**src/rtl/tmr_regport_pkg.sv**
```systemverilog
package tmr_regport_pkg;

  typedef enum logic [2:0] {
    SEL_NONE,
    SEL_CAP,
    SEL_GCFG,
    SEL_STAT,
    SEL_CNT,
    SEL_CCFG,
    SEL_CCMP,
    SEL_CMSG
  } sel_e;

  // channel config fields that writes never change
  localparam logic [63:0] CH_CFG_RO  = 64'hFFFF_FFFF_0000_8010;
  localparam logic [63:0] CH_CFG_RST = 64'h0000_0000_0000_8010;
  localparam logic [63:0] CH_CMP_RST = 64'h0000_0000_FFFF_FFFF;

  function automatic logic [63:0] mask_merge(input logic [63:0] old_v,
                                             input logic [63:0] dat,
                                             input logic [63:0] msk);
    return (old_v & ~msk) | (dat & msk);
  endfunction

endpackage

```
**src/rtl/tmr_regport_dec.sv**
```systemverilog
module tmr_regport_dec
  import tmr_regport_pkg::*;
#(
  parameter int AW  = 12,
  parameter int NCH = 8,
  parameter int CHW = 3
) (
  input  logic [AW-1:0]  addr,
  input  logic [3:0]     size,
  output logic           ok,
  output logic           hi,
  output sel_e           sel,
  output logic [CHW-1:0] ch
);

  localparam int WAW = AW - 3;
  localparam logic [WAW-1:0] W_CAP  = WAW'(0);
  localparam logic [WAW-1:0] W_GCFG = WAW'(2);
  localparam logic [WAW-1:0] W_STAT = WAW'(4);
  localparam logic [WAW-1:0] W_CNT  = WAW'(30);
  localparam logic [WAW-1:0] W_CH0  = WAW'(32);
  localparam int CH_WORDS = 4 * NCH;

  logic [WAW-1:0] wa;
  logic [WAW-1:0] rel;
  logic           size_ok;
  logic           align_ok;
  logic           in_ch;

  always_comb begin
    wa       = addr[AW-1:3];
    size_ok  = (size == 4'd4) || (size == 4'd8);
    align_ok = (size == 4'd8) ? (addr[2:0] == 3'd0) : (addr[1:0] == 2'd0);
    ok       = size_ok && align_ok;
    hi       = (size == 4'd4) && addr[2];
    rel      = wa - W_CH0;
    in_ch    = (wa >= W_CH0) && (int'(rel) < CH_WORDS);
    ch       = CHW'(rel >> 2);
    sel      = SEL_NONE;
    if (wa == W_CAP)       sel = SEL_CAP;
    else if (wa == W_GCFG) sel = SEL_GCFG;
    else if (wa == W_STAT) sel = SEL_STAT;
    else if (wa == W_CNT)  sel = SEL_CNT;
    else if (in_ch) begin
      case (rel[1:0])
        2'd0:    sel = SEL_CCFG;
        2'd1:    sel = SEL_CCMP;
        2'd2:    sel = SEL_CMSG;
        default: sel = SEL_NONE;
      endcase
    end
  end

endmodule

```
**src/rtl/tmr_regport_chan.sv**
```systemverilog
module tmr_regport_chan
  import tmr_regport_pkg::*;
(
  input  logic        clk,
  input  logic        rst_n,
  input  logic        ld_cfg,
  input  logic        ld_cmp,
  input  logic        ld_msg,
  input  logic [63:0] nv,
  output logic [63:0] cfg_q,
  output logic [63:0] cmp_q,
  output logic [63:0] msg_q
);

  always_ff @(posedge clk or negedge rst_n) begin
    if (!rst_n) begin
      cfg_q <= CH_CFG_RST;
      cmp_q <= CH_CMP_RST;
      msg_q <= '0;
    end else begin
      if (ld_cfg) cfg_q <= nv;
      if (ld_cmp) cmp_q <= nv;
      if (ld_msg) msg_q <= nv;
    end
  end

endmodule

```
**src/rtl/tmr_regport.sv**
```systemverilog
module tmr_regport
  import tmr_regport_pkg::*;
#(
  parameter int          NCH       = 8,
  parameter int          AW        = 12,
  parameter logic [63:0] CAP_VALUE = 64'h05F5_E100_0000_0701
) (
  input  logic              clk,
  input  logic              rst_n,
  input  logic              req_valid,
  input  logic              req_write,
  input  logic [AW-1:0]     req_addr,
  input  logic [3:0]        req_size,
  input  logic [63:0]       req_wdata,
  input  logic [31:0]       cnt_i,
  input  logic [NCH-1:0]    stat_i,
  output logic              rd_valid_o,
  output logic [63:0]       rd_data_o,
  output logic              wr_gcfg_o,
  output logic              wr_stat_o,
  output logic              wr_cnt_o,
  output logic [NCH-1:0]    wr_ch_cfg_o,
  output logic [NCH-1:0]    wr_ch_cmp_o,
  output logic [NCH-1:0]    wr_ch_msg_o,
  output logic [63:0]       wr_data_o,
  output logic [63:0]       gcfg_o,
  output logic [NCH*64-1:0] ch_cfg_o,
  output logic [NCH*64-1:0] ch_cmp_o,
  output logic [NCH*64-1:0] ch_msg_o
);

  localparam int CHW = (NCH > 1) ? $clog2(NCH) : 1;
  localparam logic [63:0] STAT_MASK = (64'd1 << NCH) - 64'd1;
  localparam logic [63:0] LO_MASK   = 64'h0000_0000_FFFF_FFFF;

  // reset: asserted at once, released after two clock edges
  logic [1:0] rsync;
  logic       rst_int_n;

  always_ff @(posedge clk or negedge rst_n) begin
    if (!rst_n) rsync <= 2'b00;
    else        rsync <= {rsync[0], 1'b1};
  end
  assign rst_int_n = rsync[1];

  // decode
  logic           acc_ok;
  logic           acc_hi;
  sel_e           acc_sel;
  logic [CHW-1:0] acc_ch;

  tmr_regport_dec #(.AW(AW), .NCH(NCH), .CHW(CHW)) u_dec (
    .addr(req_addr),
    .size(req_size),
    .ok  (acc_ok),
    .hi  (acc_hi),
    .sel (acc_sel),
    .ch  (acc_ch)
  );

  // channel storage
  logic [63:0]    cfg_a [NCH];
  logic [63:0]    cmp_a [NCH];
  logic [63:0]    msg_a [NCH];
  logic [NCH-1:0] ld_cfg_n, ld_cmp_n, ld_msg_n;
  logic [63:0]    nv;

  for (genvar i = 0; i < NCH; i++) begin : g_ch
    tmr_regport_chan u_ch (
      .clk   (clk),
      .rst_n (rst_int_n),
      .ld_cfg(ld_cfg_n[i]),
      .ld_cmp(ld_cmp_n[i]),
      .ld_msg(ld_msg_n[i]),
      .nv    (nv),
      .cfg_q (cfg_a[i]),
      .cmp_q (cmp_a[i]),
      .msg_q (msg_a[i])
    );
    assign ch_cfg_o[i*64 +: 64] = cfg_a[i];
    assign ch_cmp_o[i*64 +: 64] = cmp_a[i];
    assign ch_msg_o[i*64 +: 64] = msg_a[i];
  end

  // next-state logic
  logic        wr_acc, rd_req, wr_en;
  logic [63:0] wd, wm, old_v, merged, full_v, rv;
  logic        ld_gcfg_n, ld_stat_n, ld_cnt_n;
  logic [63:0] gcfg_q;

  always_comb begin
    wr_acc = req_valid && req_write && acc_ok;
    rd_req = req_valid && !req_write;

    if (req_size == 4'd8) begin
      wm = '1;
      wd = req_wdata;
    end else if (acc_hi) begin
      wm = ~LO_MASK;
      wd = {req_wdata[31:0], 32'h0};
    end else begin
      wm = LO_MASK;
      wd = {32'h0, req_wdata[31:0]};
    end

    case (acc_sel)
      SEL_CAP:  full_v = CAP_VALUE;
      SEL_GCFG: full_v = gcfg_q;
      SEL_STAT: full_v = 64'(stat_i);
      SEL_CNT:  full_v = {32'h0, cnt_i};
      SEL_CCFG: full_v = cfg_a[acc_ch];
      SEL_CCMP: full_v = cmp_a[acc_ch];
      SEL_CMSG: full_v = msg_a[acc_ch];
      default:  full_v = '0;
    endcase

    old_v  = (acc_sel == SEL_STAT || acc_sel == SEL_CAP) ? '0 : full_v;
    merged = mask_merge(old_v, wd, wm);
    if (acc_sel == SEL_CCFG)      nv = (merged & ~CH_CFG_RO) | (old_v & CH_CFG_RO);
    else if (acc_sel == SEL_STAT) nv = wd & wm & STAT_MASK;
    else                          nv = merged;

    if (!acc_ok)                rv = '0;
    else if (req_size == 4'd8)  rv = full_v;
    else if (acc_hi)            rv = {32'h0, full_v[63:32]};
    else                        rv = {32'h0, full_v[31:0]};

    ld_gcfg_n = wr_acc && (acc_sel == SEL_GCFG);
    ld_stat_n = wr_acc && (acc_sel == SEL_STAT);
    ld_cnt_n  = wr_acc && (acc_sel == SEL_CNT);
    ld_cfg_n  = (wr_acc && acc_sel == SEL_CCFG) ? (NCH'(1) << acc_ch) : '0;
    ld_cmp_n  = (wr_acc && acc_sel == SEL_CCMP) ? (NCH'(1) << acc_ch) : '0;
    ld_msg_n  = (wr_acc && acc_sel == SEL_CMSG) ? (NCH'(1) << acc_ch) : '0;
    wr_en     = ld_gcfg_n || ld_stat_n || ld_cnt_n ||
                (|ld_cfg_n) || (|ld_cmp_n) || (|ld_msg_n);
  end

  // registers
  always_ff @(posedge clk or negedge rst_int_n) begin
    if (!rst_int_n) begin
      rd_valid_o  <= 1'b0;
      rd_data_o   <= '0;
      wr_gcfg_o   <= 1'b0;
      wr_stat_o   <= 1'b0;
      wr_cnt_o    <= 1'b0;
      wr_ch_cfg_o <= '0;
      wr_ch_cmp_o <= '0;
      wr_ch_msg_o <= '0;
      wr_data_o   <= '0;
      gcfg_q      <= '0;
    end else begin
      rd_valid_o  <= rd_req;
      wr_gcfg_o   <= ld_gcfg_n;
      wr_stat_o   <= ld_stat_n;
      wr_cnt_o    <= ld_cnt_n;
      wr_ch_cfg_o <= ld_cfg_n;
      wr_ch_cmp_o <= ld_cmp_n;
      wr_ch_msg_o <= ld_msg_n;
      if (rd_req)    rd_data_o <= rv;
      if (wr_en)     wr_data_o <= nv;
      if (ld_gcfg_n) gcfg_q    <= nv;
    end
  end

  assign gcfg_o = gcfg_q;

endmodule

```
**config.mk**
```make
export PLATFORM = sky130hd
export DESIGN_NAME = tmr_regport
export DESIGN_NICKNAME = d
export VERILOG_FILES = /design/src/rtl/tmr_regport_pkg.sv /design/src/rtl/tmr_regport_dec.sv /design/src/rtl/tmr_regport_chan.sv /design/src/rtl/tmr_regport.sv
export SDC_FILE = /design/constraint.sdc
export NUM_CORES = 2
export LEC_CHECK = 0
export BUFFER_PORTS_ARGS = -buffer_cell sky130_fd_sc_hd__buf_4
export CORE_AREA = 8 8 730 732
export CTS_BUF_LIST = sky130_fd_sc_hd__clkbuf_16
export CTS_CLUSTER_SIZE = 8
export DETAILED_ROUTE_END_ITERATION = 8
export DIE_AREA = 0 0 738 740
export GPL_ROUTABILITY_DRIVEN = 0
export GPL_TIMING_DRIVEN = 0
export SLEW_MARGIN = 30
export SYNTH_ARGS = -nofsm -noshare
export SYNTH_HDL_FRONTEND = slang
export SYNTH_SLANG_ARGS = --single-unit
```
**constraint.sdc**
```tcl
create_clock -name clk -period 68.9 [get_ports clk]
set_input_delay 20.67 -clock clk [delete_from_list [all_inputs] [get_ports clk]]
set_output_delay 20.67 -clock clk [all_outputs]
set_load 0.02 [all_outputs]
```
==> results_dict.tcl <==
set metrics [dict create \
    finalPower_mw 2.50 \
    area_growth_pct 46.2 \
    leakagePower_nw 50.7 \
    numPortBuffers 1878 \
    holdWs_ns 0.292 \
    netlist_area_um2 76000 \
    skew_ns 0.0928 \
    grt_pass1_vias 71637 \
    fmax_ghz 0.0364 \
    dp_hpwl_mm 649 \
    r2r_slack_ns 64.13 \
    holdBufCountCts 0 \
    max-clock-path-buffers 4 \
    row_count 266 \
    ys_seq_area_share_pct 58.4 \
    viasPerCell 4.70 \
    clk_pin_slew_ns 0.05 \
    htreeDepth 5 \
    wl_mm 765 \
    outcome "finished, final reports clean" \
    finalCritPeriodShare_pct 39.8 \
    grt_overflow_total 0 \
    fp.dieArea_um2 546000 \
    worst_path_most_repeated_cell "buf_2" \
    ys.warnings.count 0 \
    ys_ff_latch 1758 \
    rsz0062_at_grt "false" \
    final_cell_mix "buf_4 (1968), dfrtp_1 (1485), nor2_1 (787)" \
    layout.nets 9173 \
    antenna_found_initial 163 \
    crit_path_max_incr_delay_ns 0.96 \
    critPathSlowestCell "a32oi_1" \
    crit_path_start_kind "input port" \
    maxCapViolations 0 \
    ir_worst_vdd_mv 0.0184 \
    crit_buf_inv 8 \
    async_flop_share_pct 100 \
    wl_per_cell_um 47.1 \
    grt_pass1_wl_mm 927 \
    worst_hold_path_type "reg -> async" \
    cts_buffers 268 \
    ys_types 74 \
    synth_nets 6840 \
    synth.avg_cell_area_um2 11.3 \
    synthFlopType "dfrtp_1" \
    drive_gt1_share_pct 38.7 \
    drc 0 \
    drt.antenna.violating_nets 0 \
    utilization_pct 21.3 \
    arrival_ns 28.21 \
    powerDensity_nw_per_um2 22.5 \
    final_common_cell "buf_4" \
    via_count 76321 \
    worst_pin_slew_ns 1.17 \
    report.final.hold_viol_count 0 \
    fin_crit_ns 27.45 \
    relSlewSlack_pct 22.2 \
    core_um2 522000 \
    endpoint_kind "register" \
    track_usage_pct 26.8 \
    drtIter0Drc 11480 \
    cts_tree "yes" \
    cts_setup_buffers 0 \
    final-setup-viol-count 0 \
    clock_latency_ns 0.96 \
    postCtsResizedCells 0 \
    die_height_um 740 \
    tns_ns 0 \
    ioPinCount 1880 \
    worst-endpoint-required_ns 69.65 \
    crit_chain "buf_4 > buf_4 > buf_2 > buf_2 > buf_2 > buf_2 > buf_4 > mux2i_2 > nand2_1 > a32oi_1 > a21oi_1 > a21oi_4 > buf_2 > a21oi_1" \
    cts-root-buf "clkbuf_16" \
    die_w_um 738 \
    cts.sinks 1758 \
    initial_core_util_pct 14.6 \
    crit_fanout 11 \
    synth_edf_count 0 \
    critical-path-top-delay-family "buffers and inverters" \
    maxSlewViolCount 0 \
    grt_max_degree 52 \
    worstSetupPathType "in -> reg" \
    syn_inst 6713 \
    first_pass_iters 9 \
]
where the power goes:
| group | switching (mW) | internal, mW |
|---|---|---|
| registers | 0.00114 | 1.04 |
| logic | 0.128 | 0.0374 |
| clock network | 0.557 | 0.736 |
synth_stat cells (22+ instances only):
| cell | n | area (um^2) |
|---|---|---|
| dfrtp_1 | 1486 | 37200 |
| nor2_1 | 794 | 2980 |
| nand2_1 | 765 | 2870 |
| a21oi_1 | 754 | 3770 |
| o21ai_0 | 667 | 3340 |
| clkbuf_1 | 631 | 2370 |
| mux4_2 | 379 | 8540 |
| dfstp_2 | 272 | 7150 |
| mux2i_1 | 141 | 1410 |
| buf_2 | 112 | 561 |
| mux2_2 | 63 | 709 |
| a211oi_1 | 44 | 330 |
| buf_4 | 43 | 323 |
| nor3_1 | 41 | 205 |
| buf_1 | 36 | 135 |
| a22o_1 | 31 | 272 |
| o21ai_1 | 31 | 155 |
| nand3_1 | 30 | 150 |
| nand2b_1 | 25 | 156 |
| a22oi_1 | 23 | 173 |
| a31oi_1 | 22 | 138 |
| o22ai_1 | 22 | 138 |
routing by layer:
layer	vias to the layer above	share of wire, %	track usage, %
met1	39227	35	29.9
met2	7122	40	37.7
li1	28324	-	-
met4	48	6.6	13.7
met3	1600	18	19.2
met5	-	0.14	0.441
flip-flops by register name, indices dropped and copies added (netlist names), 2 cells and up:
name and flops:
g_ch.u_ch.cfg_q 512, g_ch.u_ch.cmp_q 512, g_ch.u_ch.msg_q 512, gcfg_o 64
rd_data_o 64, rsync 2, wr_ch_cfg_o 8, wr_ch_cmp_o 8
wr_ch_msg_o 8, wr_data_o 64
logic make-up after synthesis:
logic type      Yosys count  share of synthesized area [%]
flops                  1758                           58.4
buf+inv                 858                           4.80
compound gates         1779                           13.3
other cells               1                        0.00494
mux                     600                           14.6
fa+ha+maj                 3                         0.0494
simple gates           1714                           8.91
through the flow:
step	std cells	instance area, um^2	setup slack (ns)
3_5_place_dp	15742	103000	40.27
6_report	16255	111000	41.45
3_3_place_gp	15559	98800	-8.71
2_1_floorplan	6713	76000	16.74
5_1_grt	16167	111000	41.44
4_1_cts	16151	111000	41.32
cell type report:
cell class | instances | area [um^2]
plain buffers | 835 | 3790
flip-flops and latches | 1758 | 44300
repair buffers | 2063 | 17400
diodes | 102 | 255
fillers | 56573 | 411000
well taps | 6968 | 8720
multi-input cells | 4097 | 28600
inverters | 23 | 86.3
clock inverters | 136 | 1070
clock buffers | 273 | 6830
worst paths after layout:
| path | from | endpoint | depth (start not counted) |
|---|---|---|---|
| worst min-delay path | rsync[1]$_DFF_PN0_ | gcfg_o[37]$_DFFE_PN0P_ | 0 |
| worst min register to register | rsync[1]$_DFF_PN0_ | gcfg_o[37]$_DFFE_PN0P_ | 0 |
| worst max-delay path | req_addr[6] | g_ch[2].u_ch.msg_q[13]$_DFFE_PN0P_ | 14 |
| min in group clk | rsync[0]$_DFF_PN0_ | rsync[1]$_DFF_PN0_ | 0 |
| worst max register to register | g_ch[0].u_ch.cfg_q[13]$_DFFE_PN0P_ | g_ch[2].u_ch.msg_q[13]$_DFFE_PN0P_ | 8 |
| max in group asynchronous | rst_n | rsync[1]$_DFF_PN0_ | 1 |
No activity file was read; power rests on OpenSTA's default activity.
